===== src/rtl/rtc_pkg.sv =====
package rtc_pkg;
    localparam int BUS_W = 16;
    localparam int CNT_W = 32;

    typedef enum logic [2:0] {
        RA_STAT    = 3'd0,
        RA_IE      = 3'd1,
        RA_PRE_UP  = 3'd2,
        RA_PRE_LO  = 3'd3,
        RA_CNT_UP  = 3'd4,
        RA_CNT_LO  = 3'd5,
        RA_ALM_UP  = 3'd6,
        RA_ALM_LO  = 3'd7
    } reg_addr_e;

    typedef enum logic [1:0] {
        ST_IDLE   = 2'd0,
        ST_CONFIG = 2'd1,
        ST_XFER   = 2'd2
    } xfer_state_e;

    localparam int SB_ALM  = 0;
    localparam int SB_OVF  = 1;
    localparam int SB_SYNC = 2;
    localparam int SB_CFG  = 3;
    localparam int SB_WOFF = 4;
endpackage


===== src/rtl/rtc_prescaler.sv =====
module rtc_prescaler #(
    parameter int PRE_W     = 20,
    parameter int PRE_RESET = 32'h7FFF
) (
    input  logic             clk,
    input  logic             rst_n,
    input  logic             slow_ce,
    input  logic             load,
    input  logic [PRE_W-1:0] load_val,
    output logic             tick
);
    logic [PRE_W-1:0] reload_q;
    logic [PRE_W-1:0] div_q;

    always_ff @(posedge clk) begin
        if (!rst_n) begin
            reload_q <= PRE_W'(PRE_RESET);
            div_q    <= PRE_W'(PRE_RESET);
        end else if (load) begin
            reload_q <= load_val;
            div_q    <= load_val;
        end else if (slow_ce) begin
            if (div_q == '0) div_q <= reload_q;
            else             div_q <= div_q - PRE_W'(1);
        end
    end

    assign tick = slow_ce && !load && (div_q == '0);
endmodule


===== src/rtl/rtc_xfer_fsm.sv =====
module rtc_xfer_fsm
    import rtc_pkg::*;
#(
    parameter int XFER_PULSES = 3
) (
    input  logic        clk,
    input  logic        rst_n,
    input  logic        slow_ce,
    input  logic        cfg_wr,
    input  logic        cfg_val,
    output logic        in_cfg,
    output logic        enter,
    output logic        apply,
    output logic        woff
);
    localparam int PW = $clog2(XFER_PULSES + 1);
    localparam logic [PW-1:0] LAST = PW'(XFER_PULSES - 1);

    xfer_state_e state_q, state_d;
    logic [PW-1:0] pcnt_q;

    always_comb begin
        state_d = state_q;
        unique case (state_q)
            ST_IDLE:   if (cfg_wr && cfg_val)        state_d = ST_CONFIG;
            ST_CONFIG: if (cfg_wr && !cfg_val)       state_d = ST_XFER;
            ST_XFER:   if (slow_ce && pcnt_q == LAST) state_d = ST_IDLE;
            default:                                  state_d = ST_IDLE;
        endcase
    end

    always_ff @(posedge clk) begin
        if (!rst_n) begin
            state_q <= ST_IDLE;
            pcnt_q  <= '0;
        end else begin
            state_q <= state_d;
            if (state_q != ST_XFER)  pcnt_q <= '0;
            else if (slow_ce)        pcnt_q <= pcnt_q + PW'(1);
        end
    end

    always_comb begin
        in_cfg = (state_q == ST_CONFIG);
        enter  = (state_q == ST_IDLE) && (state_d == ST_CONFIG);
        apply  = (state_q == ST_XFER) && (state_d == ST_IDLE);
        woff   = (state_q != ST_XFER);
    end

    AST_XFER_BOUND: assert property (@(posedge clk) disable iff (!rst_n)
        (state_q == ST_XFER) |-> (pcnt_q < PW'(XFER_PULSES)));
    AST_WOFF_RISE: assert property (@(posedge clk) disable iff (!rst_n)
        $rose(woff) |-> $past(slow_ce));
    AST_NO_REENTRY: assert property (@(posedge clk) disable iff (!rst_n)
        (state_q == ST_XFER) |=> (state_q != ST_CONFIG));
endmodule


===== src/rtl/rtc_lp_top.sv =====
module rtc_lp_top
    import rtc_pkg::*;
#(
    parameter int PRE_W       = 20,
    parameter int PRE_RESET   = 32'h7FFF,
    parameter int XFER_PULSES = 3
) (
    input  logic        clk,
    input  logic        rst_n,
    input  logic        slow_ce,
    input  logic [2:0]  bus_addr,
    input  logic        bus_wr,
    input  logic [15:0] bus_wdata,
    output logic [15:0] bus_rdata,
    output logic        irq
);
    localparam int PRE_HI = PRE_W - BUS_W;
    localparam int HALF   = CNT_W / 2;

    logic in_cfg, enter, apply, woff, tick;
    logic cfg_wr;
    logic [CNT_W-1:0] cnt_q, alm_q, shadow_q, stg_cnt, stg_alm;
    logic [PRE_W-1:0] pre_q, stg_pre;
    logic d_cnt, d_alm, d_pre;
    logic alm_f, ovf_f, sync_f, refresh_q;
    logic [1:0] ie_q;
    logic cnt_apply, alm_apply, pre_apply;
    logic stat_wr, alm_hit, ovf_hit;

    assign cfg_wr  = bus_wr && (bus_addr == RA_STAT);
    assign stat_wr = cfg_wr;

    rtc_xfer_fsm #(.XFER_PULSES(XFER_PULSES)) u_fsm (
        .clk(clk), .rst_n(rst_n), .slow_ce(slow_ce),
        .cfg_wr(cfg_wr), .cfg_val(bus_wdata[SB_CFG]),
        .in_cfg(in_cfg), .enter(enter), .apply(apply), .woff(woff)
    );

    assign cnt_apply = apply && d_cnt;
    assign alm_apply = apply && d_alm;
    assign pre_apply = apply && d_pre;

    rtc_prescaler #(.PRE_W(PRE_W), .PRE_RESET(PRE_RESET)) u_pre (
        .clk(clk), .rst_n(rst_n), .slow_ce(slow_ce),
        .load(pre_apply), .load_val(stg_pre), .tick(tick)
    );

    // staging copies, open only inside the configuration window
    always_ff @(posedge clk) begin
        if (!rst_n) begin
            stg_cnt <= '0;
            stg_alm <= '1;
            stg_pre <= PRE_W'(PRE_RESET);
            d_cnt   <= 1'b0;
            d_alm   <= 1'b0;
            d_pre   <= 1'b0;
        end else if (enter) begin
            stg_cnt <= cnt_q;
            stg_alm <= alm_q;
            stg_pre <= pre_q;
            d_cnt   <= 1'b0;
            d_alm   <= 1'b0;
            d_pre   <= 1'b0;
        end else if (in_cfg && bus_wr) begin
            unique case (bus_addr)
                RA_PRE_UP: begin stg_pre[PRE_W-1:BUS_W] <= bus_wdata[PRE_HI-1:0]; d_pre <= 1'b1; end
                RA_PRE_LO: begin stg_pre[BUS_W-1:0]     <= bus_wdata;             d_pre <= 1'b1; end
                RA_CNT_UP: begin stg_cnt[CNT_W-1:HALF]  <= bus_wdata;             d_cnt <= 1'b1; end
                RA_CNT_LO: begin stg_cnt[HALF-1:0]      <= bus_wdata;             d_cnt <= 1'b1; end
                RA_ALM_UP: begin stg_alm[CNT_W-1:HALF]  <= bus_wdata;             d_alm <= 1'b1; end
                RA_ALM_LO: begin stg_alm[HALF-1:0]      <= bus_wdata;             d_alm <= 1'b1; end
                default: ;
            endcase
        end
    end

    // slow-domain values
    always_ff @(posedge clk) begin
        if (!rst_n) begin
            cnt_q <= '0;
            alm_q <= '1;
            pre_q <= PRE_W'(PRE_RESET);
        end else begin
            if (cnt_apply)  cnt_q <= stg_cnt;
            else if (tick)  cnt_q <= cnt_q + CNT_W'(1);
            if (alm_apply)  alm_q <= stg_alm;
            if (pre_apply)  pre_q <= stg_pre;
        end
    end

    assign ovf_hit = tick && !cnt_apply && (cnt_q == '1);
    assign alm_hit = tick && !cnt_apply && !alm_apply && (alm_q != '1)
                     && ((cnt_q + CNT_W'(1)) == alm_q);

    // flags, shadow and enables
    always_ff @(posedge clk) begin
        if (!rst_n) begin
            alm_f     <= 1'b0;
            ovf_f     <= 1'b0;
            sync_f    <= 1'b0;
            refresh_q <= 1'b0;
            shadow_q  <= '0;
            ie_q      <= '0;
        end else begin
            refresh_q <= slow_ce;
            if (refresh_q) shadow_q <= cnt_q;
            if (alm_hit)                             alm_f <= 1'b1;
            else if (stat_wr && !bus_wdata[SB_ALM])  alm_f <= 1'b0;
            if (ovf_hit)                             ovf_f <= 1'b1;
            else if (stat_wr && !bus_wdata[SB_OVF])  ovf_f <= 1'b0;
            if (refresh_q)                           sync_f <= 1'b1;
            else if (stat_wr && !bus_wdata[SB_SYNC]) sync_f <= 1'b0;
            if (bus_wr && bus_addr == RA_IE)         ie_q <= bus_wdata[1:0];
        end
    end

    always_comb begin
        bus_rdata = '0;
        unique case (bus_addr)
            RA_STAT: begin
                bus_rdata[SB_ALM]  = alm_f;
                bus_rdata[SB_OVF]  = ovf_f;
                bus_rdata[SB_SYNC] = sync_f;
                bus_rdata[SB_CFG]  = in_cfg;
                bus_rdata[SB_WOFF] = woff;
            end
            RA_IE:     bus_rdata[1:0] = ie_q;
            RA_CNT_UP: bus_rdata = shadow_q[CNT_W-1:HALF];
            RA_CNT_LO: bus_rdata = shadow_q[HALF-1:0];
            default:   bus_rdata = '0;
        endcase
    end

    assign irq = (alm_f && ie_q[0]) || (ovf_f && ie_q[1]);

    AST_CNT_STEP: assert property (@(posedge clk) disable iff (!rst_n)
        (tick && !cnt_apply) |=> (cnt_q == $past(cnt_q) + CNT_W'(1)));
    AST_CNT_HOLD: assert property (@(posedge clk) disable iff (!rst_n)
        (!tick && !cnt_apply) |=> $stable(cnt_q));
    AST_OVF_WRAP: assert property (@(posedge clk) disable iff (!rst_n)
        $rose(ovf_f) |-> (cnt_q == '0));
    AST_ALARM_MATCH: assert property (@(posedge clk) disable iff (!rst_n)
        $rose(alm_f) |-> (cnt_q == alm_q && alm_q != '1));
    AST_SYNC_SET: assert property (@(posedge clk) disable iff (!rst_n)
        refresh_q |=> sync_f);
    AST_STAGE_LOCK: assert property (@(posedge clk) disable iff (!rst_n)
        (!in_cfg && !enter) |=> $stable(stg_cnt));
endmodule


===== config.mk =====
export PLATFORM = sky130hd
export DESIGN_NAME = rtc_lp_top
export DESIGN_NICKNAME = d
export VERILOG_FILES = /design/src/rtl/rtc_pkg.sv /design/src/rtl/rtc_prescaler.sv /design/src/rtl/rtc_xfer_fsm.sv /design/src/rtl/rtc_lp_top.sv
export SDC_FILE = /design/constraint.sdc
export NUM_CORES = 1
export LEC_CHECK = 0
export BUFFER_PORTS_ARGS = -buffer_cell sky130_fd_sc_hd__buf_4
export CORE_UTILIZATION = 35
export CTS_CLUSTER_DIAMETER = 50
export DETAILED_ROUTE_END_ITERATION = 7
export PLACE_DENSITY_LB_ADDON = 0.3
export SKIP_CTS_REPAIR_TIMING = 1
export SLEW_MARGIN = 20
export SYNTH_ARGS = -nofsm -noshare
export SYNTH_HDL_FRONTEND = slang
export SYNTH_SLANG_ARGS = --single-unit

===== constraint.sdc =====
create_clock -name clk -period 2.5 [get_ports clk]
set_input_delay 0.5 -clock clk [delete_from_list [all_inputs] [get_ports clk]]
set_output_delay 0.5 -clock clk [all_outputs]
set_load 0.1 [all_outputs]

### Word-level counts from Yosys, hierarchy flattened

Cells that the tools add are included.

| word-level totals | value |
|---|---|
| register bits after elaboration | 233 |
| bits of input ports | 23 |
| output and inout port bits | 17 |
| logic and storage cells | 131 |

| operators by class | value |
|---|---|
| add/sub/neg operators | 3 |
| equal/unequal tests | 15 |
| multiplexer cells | 30 |
| bitwise logic cells | 1 |
| reduce and logical (&&, ||, !) cells | 61 |

Operator list:

| cell | number |
|---|---|
| $mux W32 | 6 |
| $mux W20 | 5 |
| $mux W16 | 5 |
| $add A32 B1 Y32 const B | 1 |
| $eq A32 B32 Y1 | 1 |
| $eq A32 B32 Y1 const B | 1 |
| $ne A32 B32 Y1 const B | 1 |
| $reduce_bool A2 Y1 | 12 |
| $logic_and A1 B1 Y1 | 23 |
| $pmux W11 S2 | 1 |
| $logic_not A20 Y1 | 1 |
| $sub A20 B1 Y20 const B | 1 |
| $reduce_and A2 Y1 | 9 |
| $eq A3 B3 Y1 const B | 4 |
| $reduce_or A2 Y1 | 5 |
| $pmux W3 S3 | 1 |
| $pmux W2 S4 | 1 |
| $logic_not A1 Y1 | 7 |
| $eq A3 B2 Y1 const B | 2 |
| $mux W1 | 6 |
| $mux W2 | 3 |
| $pmux W2 S3 | 1 |
| $eq A2 B1 Y1 const B | 2 |
| $eq A2 B2 Y1 const B | 2 |
| 8 further kinds | 9 |

### Depth between registers and ports, before layout

Gate-level depths: netlist (run 1).

| logic depth | value |
|---|---|
| depth in word-level cells | 16 |
| mapped depth | 11 |
| depth with buffers taken out | 9 |

### Modules after synthesis

From an unflattened synthesis (run 1), not the netlist that was laid out.

| second synthesis, totals | value |
|---|---|
| cell total of the unflattened synthesis | 1476 |
| area, all modules | 12794.8 µm² |

Modules (own cells, without submodules):

| module | instances | cells each | area an instance (µm²) | sequential area each (µm²) |
|---|---|---|---|---|
| rtc_lp_top | 1 | 1190 | 10531.4 | 4184.0 |
| rtc_prescaler | 1 | 264 | 2068.2 | 800.8 |
| rtc_xfer_fsm | 1 | 22 | 195.2 | 80.1 |

### Worst setup path after synthesis (run 1)

No wires, ideal clock.

| timing | value |
|---|---|
| kind | input -> output |
| start point | input bus_addr[0] |
| end point | output bus_rdata[10] |
| arrival time | 2.966 ns |
| data required time | 2.000 ns |
| slack | -0.966 ns |
| stages on the path | 5 |
| buffers on the path | 3 |
| cell sequence | clkbuf_1 > buf_1 > buf_1 > mux2i_1 > nor2_1 |

| on the way | value |
|---|---|
| cells in the longest elaborated chain, start to end | 2 |
| elaborated cells on any way between the ends | 3 |
| those cells by class | eq/ne (2); mux (1) |

Ends and longest elaborated chain:

| element | line | source |
|---|---|---|
| start, declared | rtc_lp_top.sv:11 | `input logic [2:0] bus_addr,` |
| $eq A3 B3 Y1 | rtc_lp_top.sv:119 | `unique case (bus_addr)` |
| $pmux W11 S2 * | rtc_lp_top.sv:119 |  |
| end, declared | rtc_lp_top.sv:14 | `output logic [15:0] bus_rdata,` |

Mark *: on every way between the ends. The rest lies on a longest branch, timed or not.

### Final worst setup path (run 1)

| timing | value |
|---|---|
| start point | register cnt_q[13] |
| end point | register alm_f |

| on the way | value |
|---|---|
| cells in the longest elaborated chain, start to end | 4 |
| elaborated cells on any way between the ends | 5 |
| those cells by class | add/sub (1); eq/ne (1); mux (1); reduce/logical (2) |

Ends and longest elaborated chain:

| element | line | source |
|---|---|---|
| start, declared | rtc_lp_top.sv:22 | `logic [CNT_W-1:0] cnt_q, alm_q, shadow_q, stg_cnt, stg_alm;` |
| start signal, assigned | rtc_lp_top.sv:84 | `if (cnt_apply) cnt_q <= stg_cnt;` |
| start signal, assigned | rtc_lp_top.sv:85 | `else if (tick) cnt_q <= cnt_q + CNT_W'(1);` |
| $add A32 B1 Y32 * | rtc_lp_top.sv:93 | `&& ((cnt_q + CNT_W'(1)) == alm_q);` |
| $eq A32 B32 Y1 * | rtc_lp_top.sv:93 |  |
| $logic_and A1 B1 Y1 * | rtc_lp_top.sv:93 |  |
| $mux W1 / $reduce_bool A2 Y1 (equally long branches) | - |  |
| end signal, assigned | rtc_lp_top.sv:98 | `alm_f <= 1'b0;` |
| end signal, assigned | rtc_lp_top.sv:107 | `if (alm_hit) alm_f <= 1'b1;` |
| end signal, assigned | rtc_lp_top.sv:108 | `else if (stat_wr && !bus_wdata[SB_ALM]) alm_f <= 1'b0;` |
| end, declared | rtc_lp_top.sv:25 | `logic alm_f, ovf_f, sync_f, refresh_q;` |

Marked as above.
A chain may end at the register's enable or synchronous reset.

==> results of run 1 <==
tightest hold or removal path, cell delays in order:
cell,delay (ns)
buf_4,0.17
nand2_1,0.07
a311oi_1,0.08
flip-flops by register name, indices dropped and copies added, names as in the netlist:
| register | flops |
|---|---|
| cnt_q | 32 |
| stg_cnt | 32 |
| alm_q | 32 |
| alm_f | 1 |
| d_cnt | 1 |
| stg_alm | 32 |
| refresh_q | 1 |
| d_pre | 1 |
| sync_f | 1 |
| u_pre.reload_q | 20 |
| stg_pre | 20 |
| u_fsm.pcnt_q | 2 |
| shadow_q | 32 |
| d_alm | 1 |
| u_pre.div_q | 20 |
| ie_q | 2 |
| ovf_f | 1 |
| u_fsm.state_q | 2 |
cells in the mapped netlist, drive strengths merged (4+ instances only):
cell,count,area [µm²]
a211oi,30,230
a21oi,67,335
a22oi,35,263
a311oi,7,61.3
a31oi,5,31.3
a32oi,4,35.0
and2,8,50.1
and3,10,62.6
buf,39,218
clkbuf,88,330
dfxtp,233,4660
ha,4,50.1
inv,10,37.5
mux2i,53,531
nand2,332,1250
nand2b,7,51.3
nand3,98,505
nand4,28,190
nor2,119,449
nor2b,9,58.8
nor3,26,140
nor4,11,75.1
o211ai,19,143
o21ai,83,415
o22ai,5,31.3
or2,4,27.5
or3,13,86.3
or4,5,41.3
xnor2,51,447
xor2,35,307
path summary, 6_finish.rpt:
check	from	to
max	cnt_q[13]	alm_f
min	bus_wdata[0]	stg_pre[16]
max reg2reg	cnt_q[13]	alm_f
min reg2reg	stg_cnt[10]	stg_cnt[10]
area by class of cell:
class | instances | area, µm²
fill | 3244 | 18300
multi-input combinational | 1104 | 6390
sequential | 233 | 4670
timing repair buffer | 130 | 1040
clock buffer | 39 | 813
tap | 435 | 544
clock inverter | 14 | 215
inverter | 10 | 38.8
antenna | 2 | 5.00
layout by cell type, fill, tap and decap left out, types with 28 or more instances in the layout:
cell	n
nand2_1	329
dfxtp_1	230
buf_4	125
nor2_1	104
nand3_1	95
o21ai_0	78
a21oi_1	67
mux2i_1	53
xnor2_1	51
a22oi_1	35
xor2_1	35
clkbuf_16	29
a211oi_1	28
report_power, final:
group	internal, mW	leakage, nW	total (mW)	switching (mW)
combinational	0.102	2.84	0.336	0.233
sequential	3.73	1.88	3.75	0.0234
clock	2.80	0.504	4.49	1.69
per-layer routing:
layer,share of wire (%),up-vias,wire (µm),track usage (%)
li1,-,5166,-,-
met1,44,5100,16400,29.2
met2,47,333,17600,36.9
met3,6.1,87,2300,3.71
met4,3.7,0,1390,8.60
met5,0,-,0,0
cells by family (layout without fill, tap and decap cells):
family,after synthesis,count (layout)
AOI/OAI and AO/OA,272,272
xor gates and xnor gates,86,86
adders and majority gates,5,5
buffers and inverters,137,193
DFF,233,233
muxes,58,58
other,0,2
and+or+nand+nor,683,683
per-stage QoR:
step,instances,util [%],hold WS [ns],worst slack (ns)
after floorplan,1474,-,0.428,0.0101
after global placement,1911,39.6,0.439,0.0228
after detailed placement,1911,39.6,0.445,-0.0281
after CTS,1964,42.8,0.322,-0.0200
after global routing,1965,42.9,0.336,0.0189
final,1967,42.9,0.339,0.154
==> metrics.yaml, run 1 <==
clock_latency_ns: 0.55
finalCriticalPeriod_ns: 2.35
crit_path_end_kind: "flip-flop"
grt_pass1_wl_mm: 58.6
place_area_um2: 12600
gp_congestion: 0.923
synth.avg_cell_area_um2: 7.80
drt-total-wl_mm: 37.6
slowest_delay_ns: 0.43
fin_nets: 1535
area_delta_synth_final_pct: 19.3
setup_violations: 0
tns_ns: 0
relSlewSlack_pct: 54.1
cp_max_fo: 6
power_density_nw_per_um2: 626
num_rows: 65
hold_class: "primary input to flip-flop"
status: "completed"
critPathArrivalTime_ns: 2.81
synth_edf_count: 0
hold_depth: 3
period_share_pct: 93.9
leakagePower_nw: 5.23
cp.required_ns: 2.96
finClkSkew_ns: 0.0168
hpwl_mm: 26.0
ctsLongestPathBuffers: 3
async_flop_share_pct: 0
start_kind: "flip-flop"
grt_max_degree: 109
clkSinkCount: 233
dr.pass1.iters: 5
crit_slowest_cell: "dfxtp_1"
drc: 0
ant_nets: 0
power.total_mw: 8.58
critPathBufInv: 1
htreeDepth: 1
worstMarginPinSlew_ns: 0.689
synth_top_family_by_area: "simple AND/OR/NAND/NOR gates"
yosysUniqueCellTypes: 71
die_w_um: 183
coreArea_um2: 32000
synthXorXnorAreaFrac_pct: 6.55
syn_inst: 1474
path_depth: 8
hold_viol: 0
gr-total-overflow: 0
clkTransAtPathRegs_ns: 0.06
cts_buffers: 29
cts_tree: "built"
clock.fmax_mhz: 426
syn_nets: 1501
path_delay_family: "simple AND/OR/NAND/NOR gates"
syn_area_um2: 11500
worstPathCellList: "nand2_1 -> or3_1 -> buf_4 -> nor4b_4 -> nand3_2 -> or3_1 -> o2bb2ai_1 -> o31ai_2"
gr-usage-all-layers_pct: 22.4
synth_ff_type: "dfxtp_1"
ys_seq_area_share_pct: 40.6
die_y_um: 183
r2r_slack_ns: 0.15
clock_tree.root_cell: "clkbuf_16"
synth_compound_area_share_pct: 14.8
crit_top_cell: "or3_1"
r2r_cells: 8
muxShareOfSynthArea_pct: 5.30
finalMaxSlewViolations: 0
path_class: "flip-flop to flip-flop"
antenna_found_initial: 2
grt_pass1_vias: 10100
drt_iter0_markers: 1014
ir_drop_uv: 585
ios: 40
synth_fa_ha_area_share_pct: 0.523
drive_gt1_share_pct: 15.3
die-area_um2: 33600
maxCapViolCount: 0
wl_per_cell_um: 19.1
vias: 10700
initial_utilization_pct: 36.0
yosysWarnings: 0
io_buffers: 39
via_per_inst: 5.43
synth_seq_cells: 233
rsz0062_at_grt: "no"
synth-simple-area-share_pct: 27.2
design_area_um2: 13700
Note: power is estimated with default switching activity, not from simulation.
==> inputs of run 2 (changes only) <==
Settings changed: ABC_AREA from default to 1.
==> run 2 against run 1 <==
Against the previous run: register-to-register slack improved by 0.04 ns; power rose by 1.5%; cell count rose by 14%; synthesized area rose by 2.9%; via count rose by 12%; clock skew fell by 0.0035 ns; hold slack got worse by 0.12 ns; largest cell class unchanged.
==> metrics.yaml, run 2 <==
yosys-top-cells-area: "dfxtp_1 39%, nand2_1 17%, inv_1 5.7%, nor2_1 5.2%, o21ai_0 4.3%"
syn_inst: 1745  # +18%
num_rows: 66  # +1.5%
mostFrequentLayoutCells: "533 x nand2_1, 230 x dfxtp_1, 179 x inv_1"
synth_seq_cells: 233  # unchanged
design_area_um2: 13800  # +0.88%
period_share_pct: 95.3  # +1.4 points
htreeDepth: 1  # unchanged
die_w_um: 186  # +1.4%
finalCriticalPeriod_ns: 2.38  # +0.0362 ns
hold_class: "primary input to flip-flop"
status: "completed"
n_antenna_cell: 0  # -2
finalMaxSlewViolations: 0  # unchanged
synth.most_common_cell: "nand2_1"
reg2reg_from: "cnt_q[3]"
hold_viol: 0  # unchanged
power_density_nw_per_um2: 629  # +0.57%
r2r_slack_ns: 0.19  # +0.04 ns
gr-usage-all-layers_pct: 24.5  # +2.1 points
leakagePower_nw: 6.14  # +17%
cp_max_fo: 3  # -3
area_delta_synth_final_pct: 16.9
hp-start: "bus_wdata[1]"
dr.pass1.iters: 5  # unchanged
ant_nets: 0  # unchanged
synth_ff_type: "dfxtp_1"
start_kind: "flip-flop"
io_buffers: 39  # unchanged
ios: 40  # unchanged
syn_nets: 1772  # +18%
drt_iter0_markers: 852  # -16%
ctsLongestPathBuffers: 3  # unchanged
hpwl_mm: 31.5  # +21%
finClkSkew_ns: 0.0133  # -0.00352 ns
gr-total-overflow: 0  # unchanged
synth_top_area_share_pct: 39.4  # -1.1 points
clock_latency_ns: 0.56  # about the same
antenna_found_initial: 1  # -1
die-area_um2: 34500  # +2.9%
synth_largest_area_cell: "dfxtp_1"
cts_buffers: 30  # +3.4%
grt_max_degree: 99  # -9.2%
yosysUniqueCellTypes: 51  # -28%
rsz0062_at_grt: "no"
relSlewSlack_pct: 42.8  # -11 points
clock_tree.root_cell: "clkbuf_16"
clkTransAtPathRegs_ns: 0.06  # about the same
gp_congestion: 0.960  # +4.0%
drt-total-wl_mm: 42.6  # +13%
yosysWarnings: 0  # unchanged
synth_edf_count: 0  # unchanged
synth_common_cells: "534 x nand2_1, 233 x dfxtp_1, 181 x inv_1, 165 x nor2_1, 101 x o21ai_0"
crit_path_end_kind: "primary output"
ys_seq_area_share_pct: 39.4  # -1.1 points
via_per_inst: 5.30  # -2.4%
mostFrequentLayoutCell: "nand2_1"
synth.avg_cell_area_um2: 6.78  # -13%
vias: 11900  # +12%
grt_pass1_wl_mm: 64.4  # +9.9%
critPathArrivalTime_ns: 1.88  # -0.93 ns
syn_area_um2: 11800  # +2.9%
maxCapViolCount: 0  # unchanged
cp.required_ns: 2.00  # -0.96 ns
coreArea_um2: 32900  # +2.8%
drc: 0  # unchanged
async_flop_share_pct: 0  # unchanged
ir_drop_uv: 480  # -18%
initial_utilization_pct: 36.0  # about the same
place_area_um2: 12800  # +1.2%
fillers: 3480  # +7.3%
power.total_mw: 8.70  # +1.5%
r2r_cells: 11  # +3
grt_pass1_vias: 11100  # +9.1%
fin_nets: 1812  # +18%
clkSinkCount: 233  # unchanged
clock.fmax_mhz: 420  # -1.5%
drive_gt1_share_pct: 11.7  # -3.6 points
crit_start: "u_fsm.state_q[0]"
worstMarginPinSlew_ns: 0.854  # +0.166 ns
cts_tree: "built"
hold_depth: 3  # unchanged
path_class: "flip-flop to primary output"
die_y_um: 186  # +1.4%
setup_violations: 0  # unchanged
wl_per_cell_um: 19.0  # -0.93%
==> run 2: cell types whose count changed after synthesis, moves of 18 or more <==
cell       previous run  this run
xnor2_1              51         5
xor2_1               35         8
a211oi_1             29         0
nand2_1             330       534
nor2_1              118       165
mux2i_1              53         0
o2111ai_1             1        38
nor3_1               24         6
inv_1                10       181
a22oi_1              35         8
o21ai_0              78       101
clkbuf_1             88        52
==> run 2: final timing paths <==
check	endpoint
worst max-delay path	bus_rdata[3]
worst min-delay path	ie_q[1]
worst max register to register	alm_f
worst min register to register	alm_q[17]
==> run 2: routing by layer <==
metal | wire length [µm] | GRT usage [%] | part of all wire, %
met2 | 19400 | 40.2 | 45
met1 | 19000 | 32.7 | 45
met3 | 2690 | 3.37 | 6.3
met5 | 0 | 0 | 0
met4 | 1520 | 8.39 | 3.6
==> run 2: cell families after synthesis <==
kind of cell | synth area share, %
AOI/OAI and AO/OA | 18.7
and+or+nand+nor | 30.9
adders and majority gates | 0.423
DFF | 39.4
xor gates and xnor gates | 0.963
buffers and inverters | 9.59
==> run 2: through the flow <==
| step | std cells | setup TNS [ns] | utilization (%) | setup slack, ns | hold slack (ns) |
|---|---|---|---|---|---|
| after floorplan | 1745 | -0.469 | - | -0.241 | 0.429 |
| after CTS | 2245 | 0 | 41.9 | 0.125 | 0.194 |
| after detailed placement | 2192 | 0 | 38.9 | 0.101 | 0.444 |
| after global placement | 2192 | 0 | 38.9 | 0.103 | 0.435 |
| final | 2248 | 0 | 42.1 | 0.117 | 0.216 |
| after global routing | 2248 | 0 | 42.1 | 0.0121 | 0.210 |
==> run 2: layout make-up <==
| class | count | area, µm² | share of cell area (%) |
|---|---|---|---|
| Sequential cell | 233 | 4670 | 33.8 |
| Clock inverter | 11 | 134 | 0.968 |
| Inverter | 200 | 779 | 5.64 |
| Timing Repair Buffer | 87 | 778 | 5.63 |
| Clock buffer | 42 | 857 | 6.20 |
| Tap cell | 442 | 553 | 4.00 |
| Multi-Input combinational cell | 1233 | 6060 | 43.8 |
==> run 2: power by group <==
group	switching, mW	leakage (nW)	internal [mW]
registers	0.0566	1.89	3.80
clock network	1.72	0.475	2.60
logic	0.370	3.77	0.162
==> run 2: worst max-delay path: stages, from the launching register on <==
cell and delay, ns:
dfxtp_1 0.38, inv_2 0.07, nor2_2 0.13, inv_2 0.09, o211ai_1 0.30, buf_4 0.36
==> inputs of run 3 (changes only) <==
Settings changed: REMOVE_ABC_BUFFERS from default to 1, SLEW_MARGIN 20 to default.
==> run 3 against run 2 <==
Against the previous run: combinational power down 0.9%; utilization up 0.69 points; hold slack better by 0.048 ns; critical path depth grew 3; largest power group unchanged; worst setup slack worse by 0.044 ns.
==> metrics.yaml, run 3 (synthesized netlist as in run 2, its figures left out) <==
status: "completed"
clockPowerShare_pct: 52.9  # +3.3 points
clock_tree.root_cell: "clkbuf_16"
relSlewSlack_pct: 32.2  # -11 points
via_per_inst: 5.36  # +1.1%
n_antenna_cell: 0  # unchanged
place_area_um2: 12800  # about the same
path_class: "primary input to primary output"
hold_end: "ie_q[0]"
drc: 0  # unchanged
antenna_found_initial: 0  # -1
worstMarginPinSlew_ns: 1.01  # +0.159 ns
area_delta_synth_final_pct: 18.9
hold_depth: 3  # unchanged
hp-start: "bus_wdata[0]"
p_sw_mw: 2.37  # +11%
cp.required_ns: 2.00  # about the same
drt_iter0_markers: 1085  # +27%
reg2reg_from: "cnt_q[14]"
cts_buffers: 34  # +13%
combPwrFrac_pct: 5.7  # -0.4 points
htreeDepth: 2  # +1
hold_viol: 0  # unchanged
tns_ns: 0  # unchanged
power_frac_seq_pct: 41.5  # -2.8 points
maxCapViolCount: 0  # unchanged
start_kind: "primary input"
vias: 12200  # +1.9%
hpwl_mm: 29.7  # -5.6%
critPathArrivalTime_ns: 1.93  # +0.05 ns
leakagePower_nw: 6.27  # +2.0%
fillers: 3498  # +0.52%
power_density_nw_per_um2: 663  # +5.4%
fin_nets: 1825  # +0.72%
num_rows: 66  # unchanged
use_met2_pct: 38.5  # -1.7 points
finClkSkew_ns: 0.0289  # +0.0157 ns
coreArea_um2: 32900  # unchanged
clock_latency_ns: 0.53  # -0.03 ns
met1_usage_pct: 33.8  # +1.1 points
hold_slack_ns: 0.264  # +0.0481 ns
gr-total-overflow: 0  # unchanged
setup_violations: 0  # unchanged
crit_start: "bus_addr[1]"
r2r_cells: 12  # +1
period_share_pct: 97.1  # +1.8 points
io_buffers: 39  # unchanged
mostFrequentLayoutCells: "533 x nand2_1, 231 x dfxtp_1, 181 x inv_1"
wl_per_cell_um: 18.7  # -1.5%
finalMaxSlewViolations: 0  # unchanged
ir_drop_uv: 422  # -12%
ant_nets: 0  # unchanged
dr.pass1.iters: 5  # unchanged
ios: 40  # unchanged
r2r_slack_ns: 0.13  # -0.06 ns
grt_busiest_layer: "met2"
reg2reg_to: "alm_f"
gp_congestion: 0.995  # +3.6%
gr-usage-all-layers_pct: 24.5  # about the same
grt_max_degree: 102  # +3.0%
die_w_um: 186  # unchanged
mostFrequentLayoutCell: "nand2_1"
drive_gt1_share_pct: 12.3  # +0.60 points
ctsLongestPathBuffers: 3  # unchanged
hold_class: "primary input to flip-flop"
clock.fmax_mhz: 412  # -1.8%
die_y_um: 186  # unchanged
clkTransAtPathRegs_ns: 0.06  # about the same
clkSinkCount: 233  # unchanged
grt_pass1_vias: 11200  # +1.4%
crit_path_end_kind: "primary output"
finalCriticalPeriod_ns: 2.43  # +0.0442 ns
design_area_um2: 14100  # +1.6%
swShare_pct: 25.4  # +0.81 points
initial_utilization_pct: 36.0  # unchanged
cp_max_fo: 14  # +11
cts_tree: "built"
grt_pass1_wl_mm: 64.5  # +0.27%
drt-total-wl_mm: 42.3  # -0.81%
die-area_um2: 34500  # unchanged
power.internal_mw: 6.95  # +5.9%
grtUsageMet3_pct: 4.34  # +0.98 points
## run 3: cell type report
type | count | area (µm²) | area share, %
clock buffer | 43 | 925 | 6.58
clock inverter | 18 | 235 | 1.67
inverter | 200 | 751 | 5.34
multi-input combinational | 1233 | 6080 | 43.3
sequential | 233 | 4670 | 33.2
tap | 442 | 553 | 3.93
timing repair buffer | 96 | 846 | 6.02
## run 3: routing by layer
layer  part of all wire, %  vias to the layer above  routed length [µm]
met5                     0                        -                   0
met4                   2.9                        0                1230
met3                   8.2                       87                3460
met2                    43                      485               18400
met1                    45                     5710               19200
li1                      -                     5868                   -
## run 3: how the worst max path moves through the flow
stage,endpoint,cells past startpoint
after floorplan,stg_cnt[15],10
after global placement,alm_f,13
after detailed placement,alm_f,13
after CTS,alm_f,13
after global routing,alm_f,16
final,bus_rdata[3],8
## run 3: through the flow
step           cells  utilization, %  power (mW)  setup WS, ns
2_1_floorplan   1665               -        4.20         -1.16
5_1_grt         2265            42.8        9.55      -0.00967
3_3_place_gp    2197            38.9        4.46       -0.0200
3_5_place_dp    2197            38.9        4.46      -0.00413
4_1_cts         2258            42.4        9.36       -0.0346
6_report        2265            42.8        9.32        0.0731
## run 3: power groups by stage
| stage | registers (mW) | logic, mW | clock network [mW] |
|---|---|---|---|
| 2_1_floorplan | 3.93 | 0.278 | 0 |
| 3_3_place_gp | 3.94 | 0.514 | 0 |
| 3_5_place_dp | 3.94 | 0.520 | 0 |
| 4_1_cts | 3.86 | 0.522 | 4.97 |
| 5_1_grt | 3.87 | 0.569 | 5.11 |
| 6_report | 3.87 | 0.527 | 4.93 |
## run 3: worst max-delay path, cell delays in order
cell      delay, ns
buf_4          0.11
inv_1          0.12
nand2_2        0.10
nor2_1         0.28
buf_12         0.21
nand2_1        0.06
o211ai_1       0.17
buf_4          0.36
